`src/rtl/spim_pkg.sv`:
```
package spim_pkg;
  localparam int WORD_W = 32;
  localparam int CS_CNT = 4;
  localparam int HALF_W = 20;

  // register word index (byte address bits 4:2)
  localparam logic [2:0] A_RX     = 3'd0;
  localparam logic [2:0] A_TX     = 3'd1;
  localparam logic [2:0] A_CTRL   = 3'd2;
  localparam logic [2:0] A_CFG    = 3'd3;
  localparam logic [2:0] A_INTEN  = 3'd4;
  localparam logic [2:0] A_DMA    = 3'd5;
  localparam logic [2:0] A_STAT   = 3'd6;
  localparam logic [2:0] A_PERIOD = 3'd7;

  // control word bit positions
  localparam int CTRL_EN  = 0;
  localparam int CTRL_XCH = 2;
  localparam int MODE_LO  = 4;
  localparam int POST_LO  = 8;
  localparam int PRE_LO   = 12;
  localparam int CHAN_LO  = 18;
  localparam int LEN_LO   = 20;
  localparam int LENF_W   = 12;

  // configuration word bit bases (plus channel number)
  localparam int CFG_PHA   = 0;
  localparam int CFG_POL   = 4;
  localparam int CFG_SSPOL = 12;

  // status bits
  localparam int ST_OVF = 6;
  localparam int ST_TC  = 7;

  // reference cycles per serial clock half-period
  function automatic logic [HALF_W-1:0] half_period(input logic [3:0] pre,
                                                    input logic [3:0] post);
    logic [HALF_W-1:0] base;
    base = HALF_W'(pre) + HALF_W'(1);
    return base << post;
  endfunction

  // number of bits moved for a length-minus-one field, clamped to a word
  function automatic logic [5:0] eff_len(input logic [LENF_W-1:0] f);
    if (f >= LENF_W'(WORD_W - 1)) return 6'(WORD_W);
    return 6'(f) + 6'd1;
  endfunction
endpackage

```
`src/rtl/spim_clkdiv.sv`:
```
module spim_clkdiv #(
  parameter int CNT_W = spim_pkg::HALF_W
)(
  input  logic             clk,
  input  logic             rst_n,
  input  logic             run,
  input  logic [CNT_W-1:0] half_cycles,
  output logic             tick
);
  logic [CNT_W-1:0] cnt;
  logic             at_end;

  assign at_end = (cnt == half_cycles - CNT_W'(1));
  assign tick   = run && at_end;

  always_ff @(posedge clk or negedge rst_n) begin
    if (!rst_n)             cnt <= '0;
    else if (!run || at_end) cnt <= '0;
    else                    cnt <= cnt + CNT_W'(1);
  end

  // a fresh transfer always begins a full half-period from zero
  assert_div_restart_R4: assert property (@(posedge clk) disable iff (!rst_n)
    !run |=> cnt == '0);
endmodule

```
`src/rtl/spim_shifter.sv`:
```
module spim_shifter #(
  parameter int W     = spim_pkg::WORD_W,
  parameter int LEN_W = $clog2(W) + 1
)(
  input  logic             clk,
  input  logic             rst_n,
  input  logic             start,
  input  logic             tick,
  input  logic             cpha_in,
  input  logic [LEN_W-1:0] len_in,
  input  logic [W-1:0]     tx_word,
  input  logic             miso,
  output logic             busy,
  output logic             ph,
  output logic             mosi,
  output logic             done,
  output logic [W-1:0]     rx_word
);
  localparam int E_W = LEN_W + 1;

  logic [W-1:0]     tx_sr, rx_sr, rx_next;
  logic [LEN_W-1:0] len_q;
  logic [E_W-1:0]   edge_idx, last_edge;
  logic             cpha_q, shift_edge, sample_edge;

  assign last_edge   = {len_q, 1'b0} - E_W'(1);
  assign shift_edge  = cpha_q ? (!edge_idx[0] && edge_idx != '0) : edge_idx[0];
  assign sample_edge = cpha_q ? edge_idx[0] : !edge_idx[0];
  assign rx_next     = {rx_sr[W-2:0], miso};
  assign done        = busy && tick && (edge_idx == last_edge);
  assign rx_word     = sample_edge ? rx_next : rx_sr;
  assign mosi        = tx_sr[W-1];

  always_ff @(posedge clk or negedge rst_n) begin
    if (!rst_n) begin
      busy <= 1'b0; ph <= 1'b0; tx_sr <= '0; rx_sr <= '0;
      len_q <= '0; edge_idx <= '0; cpha_q <= 1'b0;
    end else if (start) begin
      busy     <= 1'b1;
      ph       <= 1'b0;
      len_q    <= len_in;
      cpha_q   <= cpha_in;
      edge_idx <= '0;
      rx_sr    <= '0;
      tx_sr    <= tx_word << (LEN_W'(W) - len_in);
    end else if (busy && tick) begin
      ph       <= ~ph;
      edge_idx <= edge_idx + E_W'(1);
      if (shift_edge)  tx_sr <= tx_sr << 1;
      if (sample_edge) rx_sr <= rx_next;
      if (done)        busy  <= 1'b0;
    end
  end

  assert_phase_rests_R4: assert property (@(posedge clk) disable iff (!rst_n)
    !busy |-> !ph);
  assert_edge_bound_R4: assert property (@(posedge clk) disable iff (!rst_n)
    busy |-> edge_idx <= last_edge);
endmodule

```
`src/rtl/spim_selout.sv`:
```
module spim_selout #(
  parameter int NUM_CS = spim_pkg::CS_CNT,
  parameter int CH_W   = $clog2(NUM_CS)
)(
  input  logic              clk,
  input  logic              rst_n,
  input  logic              active,
  input  logic [CH_W-1:0]   chan,
  input  logic [NUM_CS-1:0] sspol,
  input  logic              cpol,
  input  logic              ph,
  output logic [NUM_CS-1:0] ss,
  output logic              sclk
);
  logic [NUM_CS-1:0] hit;

  for (genvar n = 0; n < NUM_CS; n++) begin : g_sel
    assign hit[n] = active && (chan == CH_W'(n));
    assign ss[n]  = hit[n] ? sspol[n] : ~sspol[n];
  end

  assign sclk = cpol ^ ph;

  assert_sclk_idle_R4: assert property (@(posedge clk) disable iff (!rst_n)
    !active |-> sclk == cpol);
endmodule

```
`src/rtl/spim_master.sv`:
```
module spim_master
  import spim_pkg::*;
#(
  parameter int DATA_W = spim_pkg::WORD_W,
  parameter int NUM_CS = spim_pkg::CS_CNT,
  parameter int DIV_W  = spim_pkg::HALF_W
)(
  input  logic              clk,
  input  logic              rst_n,
  input  logic              bus_sel,
  input  logic              bus_wr,
  input  logic [4:0]        bus_addr,
  input  logic [DATA_W-1:0] bus_wdata,
  output logic [DATA_W-1:0] bus_rdata,
  output logic              irq,
  output logic              spi_sclk,
  output logic              spi_mosi,
  input  logic              spi_miso,
  output logic [NUM_CS-1:0] spi_ss
);
  localparam int CH_W  = $clog2(NUM_CS);
  localparam int LEN_W = $clog2(DATA_W) + 1;

  logic [DATA_W-1:0] tx_q, rx_q, ctrl_q, cfg_q, inten_q, dma_q, period_q;
  logic              tc_q, ovf_q, unread_q;

  logic [2:0]        idx;
  logic              acc_ok, wr_en, wr_ctrl, wr_stat, rd_rx;
  logic [CH_W-1:0]   wchan, chan;
  logic              start, busy, tick, ph, done, ovf_set;
  logic [DATA_W-1:0] rx_word, ctrl_rb, stat_rb;
  logic [DIV_W-1:0]  half;
  logic [LEN_W-1:0]  start_len;

  // bus decode
  assign idx     = bus_addr[4:2];
  assign acc_ok  = bus_sel && (bus_addr[1:0] == 2'b00);
  assign wr_en   = acc_ok && bus_wr;
  assign wr_ctrl = wr_en && (idx == A_CTRL);
  assign wr_stat = wr_en && (idx == A_STAT);
  assign rd_rx   = acc_ok && !bus_wr && (idx == A_RX);

  // start condition taken from the written word itself
  assign wchan     = bus_wdata[CHAN_LO +: CH_W];
  assign start_len = LEN_W'(eff_len(bus_wdata[LEN_LO +: LENF_W]));
  assign start     = wr_ctrl && !busy && bus_wdata[CTRL_EN] && bus_wdata[CTRL_XCH]
                     && bus_wdata[MODE_LO + int'(wchan)];

  assign chan    = ctrl_q[CHAN_LO +: CH_W];
  assign half    = DIV_W'(half_period(ctrl_q[PRE_LO +: 4], ctrl_q[POST_LO +: 4]));
  assign ovf_set = done && unread_q && !rd_rx;

  spim_clkdiv #(.CNT_W(DIV_W)) u_div (
    .clk, .rst_n, .run(busy), .half_cycles(half), .tick
  );

  spim_shifter #(.W(DATA_W), .LEN_W(LEN_W)) u_shift (
    .clk, .rst_n, .start, .tick,
    .cpha_in(cfg_q[CFG_PHA + int'(wchan)]),
    .len_in(start_len), .tx_word(tx_q), .miso(spi_miso),
    .busy, .ph, .mosi(spi_mosi), .done, .rx_word
  );

  spim_selout #(.NUM_CS(NUM_CS), .CH_W(CH_W)) u_sel (
    .clk, .rst_n, .active(busy), .chan,
    .sspol(cfg_q[CFG_SSPOL +: NUM_CS]),
    .cpol(cfg_q[CFG_POL + int'(chan)]),
    .ph, .ss(spi_ss), .sclk(spi_sclk)
  );

  // register file
  always_ff @(posedge clk or negedge rst_n) begin
    if (!rst_n) begin
      tx_q <= '0; rx_q <= '0; ctrl_q <= '0; cfg_q <= '0;
      inten_q <= '0; dma_q <= '0; period_q <= '0;
      tc_q <= 1'b0; ovf_q <= 1'b0; unread_q <= 1'b0;
    end else begin
      if (wr_en) begin
        case (idx)
          A_TX:     tx_q <= bus_wdata;
          A_CTRL:   if (!busy) begin
                      ctrl_q           <= bus_wdata;
                      ctrl_q[CTRL_XCH] <= 1'b0;
                    end
          A_CFG:    if (!busy) cfg_q <= bus_wdata;
          A_INTEN:  inten_q  <= bus_wdata;
          A_DMA:    dma_q    <= bus_wdata;
          A_PERIOD: period_q <= bus_wdata;
          default:  ;
        endcase
      end
      if (done) rx_q <= rx_word;
      tc_q     <= done    | (tc_q  & ~(wr_stat & bus_wdata[ST_TC]));
      ovf_q    <= ovf_set | (ovf_q & ~(wr_stat & bus_wdata[ST_OVF]));
      unread_q <= done    | (unread_q & ~rd_rx);
    end
  end

  // read mux
  always_comb begin
    ctrl_rb           = ctrl_q;
    ctrl_rb[CTRL_XCH] = busy;
    stat_rb           = '0;
    stat_rb[ST_TC]    = tc_q;
    stat_rb[ST_OVF]   = ovf_q;
    case (idx)
      A_RX:     bus_rdata = rx_q;
      A_TX:     bus_rdata = tx_q;
      A_CTRL:   bus_rdata = ctrl_rb;
      A_CFG:    bus_rdata = cfg_q;
      A_INTEN:  bus_rdata = inten_q;
      A_DMA:    bus_rdata = dma_q;
      A_STAT:   bus_rdata = stat_rb;
      default:  bus_rdata = period_q;
    endcase
  end

  assign irq = (tc_q & inten_q[ST_TC]) | (ovf_q & inten_q[ST_OVF]);

  assert_tc_with_xch_fall_R7: assert property (@(posedge clk) disable iff (!rst_n)
    $fell(busy) |-> tc_q);
  assert_no_overflow_R8: assert property (@(posedge clk) disable iff (!rst_n)
    $rose(ovf_q) |-> $past(done));
  assert_setup_frozen_R9: assert property (@(posedge clk) disable iff (!rst_n)
    busy && $past(busy) |-> $stable(ctrl_q) && $stable(cfg_q));
endmodule

```
`config.mk`:
```
export PLATFORM = sky130hd
export DESIGN_NAME = spim_master
export DESIGN_NICKNAME = d
export VERILOG_FILES = /design/src/rtl/spim_pkg.sv /design/src/rtl/spim_clkdiv.sv /design/src/rtl/spim_shifter.sv /design/src/rtl/spim_selout.sv /design/src/rtl/spim_master.sv
export SDC_FILE = /design/constraint.sdc
export NUM_CORES = 1
export LEC_CHECK = 0
export CAP_MARGIN = 20
export CORE_MARGIN = 4
export CORE_UTILIZATION = 40
export DETAILED_ROUTE_END_ITERATION = 10
export DONT_BUFFER_PORTS = 1
export GPL_TIMING_DRIVEN = 0
export HOLD_SLACK_MARGIN = 0.15
export SETUP_SLACK_MARGIN = 0.4
export SYNTH_ARGS = -nofsm -noshare
export SYNTH_HDL_FRONTEND = slang
export SYNTH_HIERARCHICAL = 1
export SYNTH_SLANG_ARGS = --single-unit
```
`constraint.sdc`:
```
create_clock -name clk -period 5.9 [get_ports clk]
set_input_delay 0.885 -clock clk [delete_from_list [all_inputs] [get_ports clk]]
set_output_delay 0.885 -clock clk [all_outputs]
set_load 0.01 [all_outputs]
```
==> results of run 1 <==
==> per-stage QoR <==
stage | TNS, ns | worst slack (ns)
after floorplan | 0 | 0.4901
after global placement | -39.29 | -1.065
after detailed placement | -41.74 | -1.120
after CTS | 0 | 0.4076
after global routing | 0 | 0.3943
final | 0 | 0.5340
==> sequential cells by signal (all words and copies together) (netlist names), 6 cells and up <==
name and flops:
u_shift/len_q 6, cfg_q 32, u_div/cnt 20, period_q 32, u_shift/edge_idx 7, ctrl_q 31, rx_q 32, u_shift/rx_sr 32
inten_q 32, u_shift/tx_sr 32, dma_q 32, tx_q 32
==> power groups by stage <==
stage          combinational, uW  clock (uW)  sequential [uW]
6_report                    2060        2430             3140
5_1_grt                     2240        2570             3180
3_3_place_gp                1920           0             3150
3_5_place_dp                1960           0             3170
2_1_floorplan               1540           0             2970
4_1_cts                     2030        2470             3130
==> layout make-up <==
class	count	area, sq um
well taps	607	759.5
flip-flops and latches	326	8160
multi-input cells	1187	10060
inverters	58	217.7
diodes	1	2.502
fillers	4265	25340
plain buffers	119	643.1
clock buffers	59	1180
repair buffers	10	72.57
clock inverters	10	125.1
==> logic make-up (layout without fill, tap and decap cells) <==
group / after synthesis / in the layout / synth area share (%)
other cells: 0 / 1 / 0
buf+inv: 177 / 256 / 4.296
simple gates: 430 / 431 / 11.72
mux: 415 / 415 / 27.16
fa+ha+maj: 8 / 8 / 0.5320
flops: 326 / 326 / 43.36
xor+xnor: 64 / 64 / 2.979
compound gates: 269 / 269 / 9.955
==> worst paths after layout <==
path                                      end  depth (start not counted)
worst max register to register       rx_q[11]                         19
worst min register to register       unread_q                          1
worst max-delay path                 rx_q[11]                         19
min in group clk                  period_q[4]                          1
max in group asynchronous          ctrl_q[12]                          0
worst min-delay path            u_div/cnt[16]                          0
==> routing by layer <==
metal | share of wire (%) | up-vias | GRT usage [%]
met2 | 46 | 499 | 36.20
met5 | 0.029 | - | 0
met1 | 43 | 7303 | 31.68
li1 | - | 6284 | -
met4 | 3.5 | 2 | 7.885
met3 | 8.0 | 115 | 5.534
==> cells in the mapped netlist (5+ instances only) <==
cell	instances	area, sq um
sky130_fd_sc_hd__nor2_1	163	611.8
sky130_fd_sc_hd__nand4_1	14	87.58
sky130_fd_sc_hd__or2_2	8	50.05
sky130_fd_sc_hd__xnor2_1	34	297.8
sky130_fd_sc_hd__xor2_1	30	262.8
sky130_fd_sc_hd__nor4_1	10	62.56
sky130_fd_sc_hd__or3_1	8	50.05
sky130_fd_sc_hd__a21oi_1	74	370.4
sky130_fd_sc_hd__nand3_1	18	90.09
sky130_fd_sc_hd__buf_2	46	230.2
sky130_fd_sc_hd__o221ai_1	8	70.07
sky130_fd_sc_hd__nand3b_1	12	90.09
sky130_fd_sc_hd__dfrtp_1	326	8158
sky130_fd_sc_hd__mux4_2	43	968.4
sky130_fd_sc_hd__a211oi_1	24	180.2
sky130_fd_sc_hd__clkbuf_1	44	165.2
sky130_fd_sc_hd__and3_1	8	50.05
sky130_fd_sc_hd__a22oi_1	21	157.7
sky130_fd_sc_hd__a21o_1	10	75.07
sky130_fd_sc_hd__nand2_1	62	232.7
sky130_fd_sc_hd__o22a_1	14	122.6
sky130_fd_sc_hd__and2_1	6	37.54
sky130_fd_sc_hd__a21boi_0	7	52.55
sky130_fd_sc_hd__o21a_1	7	52.55
sky130_fd_sc_hd__inv_1	58	217.7
sky130_fd_sc_hd__o22ai_1	27	168.9
sky130_fd_sc_hd__nor3_1	61	305.3
sky130_fd_sc_hd__buf_1	11	41.29
sky130_fd_sc_hd__buf_6	5	56.30
sky130_fd_sc_hd__nor2b_1	8	50.05
sky130_fd_sc_hd__mux2_2	319	3592
sky130_fd_sc_hd__ha_1	8	100.1
sky130_fd_sc_hd__nand2b_1	10	62.56
sky130_fd_sc_hd__buf_4	13	97.59
sky130_fd_sc_hd__o21ai_0	25	125.1
sky130_fd_sc_hd__o32a_1	17	170.2
sky130_fd_sc_hd__mux2i_1	49	490.5
==> timing repair <==
item | CTS | global route
pin swaps | 6 | 5
endpoints found under the setup margin | 97 | 89
cloned | 1 | 0
endpoints found under the hold margin | 326 | 326
gates resized for setup | 46 | 31
setup buffers | 6 | 3
==> run_summary.xml, run 1 <==
<?xml version="1.0" encoding="UTF-8"?>
<metrics>
  <group name="finish">
    <metric name="layout.cells.most_common_list" unit="">324 x sky130_fd_sc_hd__dfrtp_1, 318 x sky130_fd_sc_hd__mux2_2, 160 x sky130_fd_sc_hd__nor2_1, 71 x sky130_fd_sc_hd__a21oi_1</metric>
    <metric name="area_growth" unit="%">12.76</metric>
    <metric name="fin_area" unit="sq mm">0.02122</metric>
    <metric name="finish.utilization" unit="%">45.57</metric>
    <metric name="drive_above_1_share" unit="%">32.39</metric>
    <metric name="layout.cells.most_common" unit="">sky130_fd_sc_hd__dfrtp_1</metric>
    <metric name="nNetsFinal" unit="">1790</metric>
    <metric name="finalNonFillerCells" unit="">2377</metric>
  </group>
  <group name="sta">
    <metric name="achievable-frequency" unit="MHz">186.4</metric>
    <metric name="relSlewSlack" unit="%">16.05</metric>
    <metric name="fin_skew" unit="ns">0.03139</metric>
    <metric name="grt_setup_unrepaired" unit="">yes</metric>
    <metric name="final.period_utilization" unit="%">90.95</metric>
    <metric name="hold_ws" unit="ns">0.02540</metric>
    <metric name="final.min_clock_period" unit="ns">5.366</metric>
    <metric name="report.final.setup_viol" unit="">0</metric>
    <metric name="final_max_slew_viol_count" unit="">0</metric>
    <metric name="worstMarginPinSlew" unit="ns">1.259</metric>
    <metric name="finalHoldViolations" unit="">0</metric>
  </group>
  <group name="critical_path">
    <metric name="crit_buf_inv" unit="">3</metric>
    <metric name="regToRegSetupSlack" unit="ns">0.53</metric>
    <metric name="worstSetupEndpointType" unit="">flop</metric>
    <metric name="worst_ep_required_time" unit="ns">6.34</metric>
    <metric name="worstSetupStartpointType" unit="">flop</metric>
    <metric name="critical-path-slowest-cell" unit="">sky130_fd_sc_hd__or4b_4</metric>
    <metric name="crit_type" unit="">flop to flop</metric>
    <metric name="worst_setup_path_startpoint" unit="">ctrl_q[12]</metric>
    <metric name="timing.critical_path.cells" unit="">ha_2 &gt; xor2_4 &gt; mux2_4 &gt; o221ai_4 &gt; a21oi_4 &gt; nor4b_4 &gt; buf_4 &gt; nand4b_1 &gt; xnor2_1 &gt; a2111o_1 &gt; or4b_4 &gt; a2111oi_4 &gt; and2_4 &gt; o2111ai_1 &gt; a2111oi_2 &gt; o21a_2 &gt; clkbuf_8 &gt; buf_6 &gt; mux2_2</metric>
    <metric name="worst-endpoint-arrival" unit="ns">5.80</metric>
    <metric name="timing.critical_path.fanout_max" unit="">10</metric>
    <metric name="slowest_delay" unit="ns">0.54</metric>
    <metric name="worst_r2r_startpoint" unit="">ctrl_q[12]</metric>
    <metric name="path_delay_family" unit="">compound AO/OA/AOI/OAI gates</metric>
  </group>
  <group name="global_routing">
    <metric name="first_global_vias" unit="">14080</metric>
    <metric name="grt_max_degree" unit="">327</metric>
    <metric name="global_route.usage.total" unit="%">23.10</metric>
    <metric name="first_pass_grt_wire_length" unit="mm">89.32</metric>
    <metric name="number_of_antenna_violations_at_the_first_check_in_global_routing" unit="">1</metric>
    <metric name="global_route.overflow_total" unit="">0</metric>
  </group>
  <group name="power_and_ir_drop">
    <metric name="sw_power" unit="uW">2529</metric>
    <metric name="fin_total_pwr" unit="uW">7632</metric>
    <metric name="cellLeakagePower" unit="uW">0.009142</metric>
    <metric name="pwr-share-seq" unit="%">41.1</metric>
    <metric name="p_sw_share" unit="%">33.14</metric>
    <metric name="worst_supply_voltage_drop_on_vdd" unit="uV">359.4</metric>
    <metric name="combinationalPowerShare" unit="%">27.0</metric>
    <metric name="clkPwrFrac" unit="%">31.9</metric>
    <metric name="power_density" unit="mW/mm^2">359.7</metric>
    <metric name="internal-power" unit="uW">5102</metric>
  </group>
  <group name="floorplanning">
    <metric name="design.portCount" unit="">81</metric>
    <metric name="die_h" unit="um">224.9</metric>
    <metric name="floorplan.core_area" unit="sq mm">0.04656</metric>
    <metric name="core.rowCount" unit="">79</metric>
    <metric name="initial_core_util" unit="%">40.41</metric>
    <metric name="die_area" unit="sq mm">0.05057</metric>
    <metric name="dieWidth" unit="um">224.9</metric>
  </group>
  <group name="logic_synthesis">
    <metric name="synth_seq_area_share" unit="%">43.36</metric>
    <metric name="synth_cell_types" unit="">88</metric>
    <metric name="syn_avg_cell_area" unit="sq um">11.14</metric>
    <metric name="async_reset_ff_share" unit="%">100.0</metric>
    <metric name="yosys_most_used_dff" unit="">sky130_fd_sc_hd__dfrtp_1</metric>
    <metric name="post_synth_instance_area" unit="sq mm">0.01882</metric>
    <metric name="synth_fp_nets" unit="">1739</metric>
    <metric name="number_of_warnings_reported_in_the_yosys_synthesis_log" unit="">6</metric>
    <metric name="ys_seq_elements" unit="">326</metric>
    <metric name="syn_inst" unit="">1689</metric>
    <metric name="synth_edf_count" unit="">0</metric>
  </group>
  <group name="placement">
    <metric name="place_area" unit="sq mm">0.01958</metric>
    <metric name="hpwl" unit="mm">42.74</metric>
    <metric name="buffer_ports.inserted" unit="">0</metric>
    <metric name="dp_cells" unit="">2297</metric>
    <metric name="routabilityCongestion" unit="">0.9403</metric>
  </group>
  <group name="routing">
    <metric name="routed_wl" unit="mm">59.28</metric>
    <metric name="detail_route.iter0.violations" unit="">1233</metric>
    <metric name="firstDrtPassIters" unit="">6</metric>
    <metric name="viasPerCell" unit="">5.975</metric>
    <metric name="route.detailed.wl_per_inst" unit="um">24.94</metric>
    <metric name="post-route-drc-count" unit="">0</metric>
    <metric name="detail-route-antenna-nets" unit="">0</metric>
    <metric name="routed-via-count" unit="">14200</metric>
  </group>
  <group name="clocking">
    <metric name="cts-root-buf" unit="">sky130_fd_sc_hd__clkbuf_16</metric>
    <metric name="cts-buffers-inserted" unit="">38</metric>
    <metric name="clock_latency" unit="ns">0.58</metric>
    <metric name="ctsHtreeMaxLevel" unit="">2</metric>
    <metric name="number_of_clock_sinks_seen_by_cts" unit="">326</metric>
    <metric name="clkSlewWorstSetupHoldPaths" unit="ns">0.06</metric>
    <metric name="clock_tree.buffer_depth" unit="">3</metric>
    <metric name="tritoncts" unit="">built</metric>
  </group>
  <group name="min_path">
    <metric name="hp-class" unit="">primary input to asynchronous set/reset pin</metric>
  </group>
  <group name="flow_run">
    <metric name="cap_viol_max_count" unit="">0</metric>
  </group>
  <group name="run_status">
    <metric name="run_status" unit="">completed</metric>
  </group>
</metrics>
No activity file was read; power rests on OpenSTA's default activity.
==> inputs of run 2 (changes only) <==
==> constraint.sdc (replaced) <==
create_clock -name clk -period 5.2 [get_ports clk]
set_input_delay 0.78 -clock clk [delete_from_list [all_inputs] [get_ports clk]]
set_output_delay 0.78 -clock clk [all_outputs]
set_load 0.01 [all_outputs]
==> run_summary.xml, run 2 (synthesis gave the netlist of run 1 again) <==
<?xml version="1.0" encoding="UTF-8"?>
<metrics>
  <group name="critical_path">
    <metric name="timing.critical_path.cells" unit="">ha_4 &gt; xor2_4 &gt; mux2_4 &gt; o221ai_4 &gt; a21oi_4 &gt; buf_4 &gt; nor4_4 &gt; nand2_1 &gt; or3_4 &gt; a21o_1 &gt; or4_4 &gt; a2111oi_4 &gt; and2_4 &gt; o2111ai_2 &gt; a2111oi_2 &gt; o21a_1 &gt; clkbuf_8 &gt; buf_12 &gt; buf_6 &gt; buf_8 &gt; mux2_4</metric>
    <metric name="worst_ep_required_time" unit="ns">5.64</metric>
    <metric name="cpMostUsedCell" unit="">sky130_fd_sc_hd__mux2_4</metric>
    <metric name="worstSetupStartpointType" unit="">flop</metric>
    <metric name="slowest_delay" unit="ns">0.54</metric>
    <metric name="timing.critical_path.fanout_max" unit="">5</metric>
    <metric name="crit_buf_inv" unit="">5</metric>
    <metric name="path_delay_family" unit="">simple AND/OR/NAND/NOR gates</metric>
    <metric name="critical-path-slowest-cell" unit="">sky130_fd_sc_hd__or4_4</metric>
    <metric name="worst-endpoint-arrival" unit="ns">5.69</metric>
    <metric name="worstSetupEndpointType" unit="">flop</metric>
    <metric name="crit_type" unit="">flop to flop</metric>
  </group>
  <group name="floorplanning">
    <metric name="initial_core_util" unit="%">40.41</metric>
    <metric name="die_h" unit="um">224.9</metric>
    <metric name="design.portCount" unit="">81</metric>
    <metric name="floorplan.core_area" unit="sq mm">0.04656</metric>
    <metric name="core.rowCount" unit="">79</metric>
    <metric name="dieWidth" unit="um">224.9</metric>
    <metric name="die_area" unit="sq mm">0.05057</metric>
  </group>
  <group name="sta">
    <metric name="relSlewSlack" unit="%">30.52</metric>
    <metric name="achievable-frequency" unit="MHz">190.5</metric>
    <metric name="report.final.setup_viol" unit="">8</metric>
    <metric name="grt_setup_unrepaired" unit="">yes</metric>
    <metric name="totalNegativeSetupSlack" unit="ns">-0.2532</metric>
    <metric name="worstMarginPinSlew" unit="ns">1.042</metric>
    <metric name="fin_skew" unit="ns">0.01984</metric>
    <metric name="final.period_utilization" unit="%">100.9</metric>
    <metric name="final_max_slew_viol_count" unit="">0</metric>
    <metric name="post-route-worst-setup-slack" unit="ns">-0.04811</metric>
    <metric name="hold_ws" unit="ns">-0.07717</metric>
    <metric name="finalHoldViolations" unit="">26</metric>
    <metric name="final.min_clock_period" unit="ns">5.248</metric>
  </group>
  <group name="finish">
    <metric name="area_growth" unit="%">15.03</metric>
    <metric name="nNetsFinal" unit="">1807</metric>
    <metric name="fin_area" unit="sq mm">0.02164</metric>
    <metric name="drive_above_1_share" unit="%">33.84</metric>
    <metric name="layout.cells.most_common" unit="">sky130_fd_sc_hd__dfrtp_1</metric>
    <metric name="finish.utilization" unit="%">46.49</metric>
    <metric name="antenna-diode-count" unit="">0</metric>
    <metric name="layout.cells.most_common_list" unit="">322 x sky130_fd_sc_hd__dfrtp_1, 297 x sky130_fd_sc_hd__mux2_2, 156 x sky130_fd_sc_hd__nor2_1, 71 x sky130_fd_sc_hd__a21oi_1</metric>
  </group>
  <group name="routing">
    <metric name="routed_wl" unit="mm">61.57</metric>
    <metric name="firstDrtPassIters" unit="">6</metric>
    <metric name="detail_route.iter0.violations" unit="">1421</metric>
    <metric name="detail-route-antenna-nets" unit="">0</metric>
    <metric name="post-route-drc-count" unit="">0</metric>
    <metric name="route.detailed.wl_per_inst" unit="um">25.77</metric>
    <metric name="viasPerCell" unit="">6.053</metric>
    <metric name="routed-via-count" unit="">14460</metric>
  </group>
  <group name="clocking">
    <metric name="clock_tree.buffer_depth" unit="">3</metric>
    <metric name="cts-buffers-inserted" unit="">37</metric>
    <metric name="ctsHtreeMaxLevel" unit="">2</metric>
    <metric name="tritoncts" unit="">built</metric>
    <metric name="cts-root-buf" unit="">sky130_fd_sc_hd__clkbuf_16</metric>
    <metric name="number_of_clock_sinks_seen_by_cts" unit="">326</metric>
    <metric name="clock_latency" unit="ns">0.56</metric>
    <metric name="clkSlewWorstSetupHoldPaths" unit="ns">0.06</metric>
  </group>
  <group name="placement">
    <metric name="buffer_ports.inserted" unit="">0</metric>
    <metric name="placement.setup.worst_slack" unit="ns">-0.8285</metric>
    <metric name="place_area" unit="sq mm">0.01966</metric>
    <metric name="hpwl" unit="mm">43.63</metric>
    <metric name="routabilityCongestion" unit="">0.8844</metric>
  </group>
  <group name="min_path">
    <metric name="hp-class" unit="">primary input to asynchronous set/reset pin</metric>
  </group>
  <group name="global_routing">
    <metric name="global_route.overflow_total" unit="">0</metric>
    <metric name="global_route.usage.total" unit="%">23.75</metric>
    <metric name="first_global_vias" unit="">14030</metric>
    <metric name="number_of_antenna_violations_at_the_first_check_in_global_routing" unit="">1</metric>
    <metric name="first_pass_grt_wire_length" unit="mm">90.65</metric>
    <metric name="grt_max_degree" unit="">327</metric>
  </group>
  <group name="power_and_ir_drop">
    <metric name="power_density" unit="mW/mm^2">406.6</metric>
    <metric name="worst_supply_voltage_drop_on_vdd" unit="uV">258.5</metric>
    <metric name="fin_total_pwr" unit="uW">8801</metric>
    <metric name="cellLeakagePower" unit="uW">0.009305</metric>
  </group>
  <group name="run_status">
    <metric name="run_status" unit="">finished, violations left</metric>
    <metric name="violations" unit="">hold timing, setup timing</metric>
  </group>
  <group name="flow_run">
    <metric name="cap_viol_max_count" unit="">0</metric>
  </group>
</metrics>
==> run 2: cell count changes in the layout (fill, tap and decap cells not counted), moves of 3 or more <==
| cell | change |
|---|---|
| sky130_fd_sc_hd__buf_8 | +4 |
| sky130_fd_sc_hd__buf_4 | +15 |
| sky130_fd_sc_hd__mux2_4 | +21 |
| sky130_fd_sc_hd__nor2_1 | -4 |
| sky130_fd_sc_hd__o22ai_4 | +4 |
| sky130_fd_sc_hd__mux2_2 | -21 |
| sky130_fd_sc_hd__nor2_2 | +3 |
| sky130_fd_sc_hd__clkbuf_8 | -5 |
==> run 2: worst reg2reg max path: cells and delay by family (launching register included) <==
family          cells  cell delay [ns]
flops               1             0.45
buf+inv             5             0.68
simple gates        5             1.54
mux                 2             0.62
fa+ha+maj           1             0.20
compound gates      7             1.49
xor+xnor            1             0.17
==> run 2: layout make-up <==
| cell class | instances | area (sq um) |
|---|---|---|
| Timing Repair Buffer | 29 | 275.3 |
| Inverter | 58 | 217.7 |
| Buffer | 118 | 688.2 |
| Clock buffer | 56 | 1119 |
| Sequential cell | 326 | 8163 |
| Multi-Input combinational cell | 1187 | 10280 |
| Clock inverter | 8 | 143.9 |
| Tap cell | 607 | 759.5 |
| Fill cell | 4206 | 24910 |
==> run 2: power breakdown <==
group / leakage [uW] / internal [uW] / switching, uW
logic: 0.00454 / 1210 / 1310
registers: 0.00415 / 3070 / 474
clock network: 0.000617 / 1640 / 1090
total: 0.00931 / 5920 / 2880
==> run 2: layer usage <==
metal | vias up | share of wire [%] | track usage (%)
li1 | 6338 | - | -
met1 | 7414 | 43 | 32.57
met2 | 578 | 46 | 37.95
met3 | 128 | 7.5 | 4.685
met4 | 2 | 3.5 | 8.103
met5 | - | 0.021 | 0
==> run 2: path summary, 6_finish.rpt <==
check / end / from / depth (start not counted) / slack (ns)
setup reg to reg: rx_q[10] / ctrl_q[12] / 21 / -0.05
hold / removal: u_div/cnt[17] / rst_n / 0 / -0.08
setup / recovery: rx_q[10] / ctrl_q[12] / 21 / -0.05
hold reg to reg: unread_q / unread_q / 1 / 0.48
max in group asynchronous: ctrl_q[12] / rst_n / 0 / 4.57
min in group clk: tx_q[4] / bus_wdata[4] / 1 / 0.36
==> run 2: per-stage QoR <==
| stage | cells | hold WS (ns) |
|---|---|---|
| after floorplan | 1689 | 0.4497 |
| after detailed placement | 2297 | 0.4655 |
| after CTS | 2384 | -0.09070 |
| final | 2389 | -0.07717 |
| after global placement | 2296 | 0.4589 |
| after global routing | 2389 | -0.08849 |
==> run 2: timing repair <==
action,CTS,global route
setup buffers,21,5
pin swaps,15,15
endpoints found under the hold margin,326,326
setup endpoints to repair,107,103
gates resized for setup,80,40
cloned,3,0
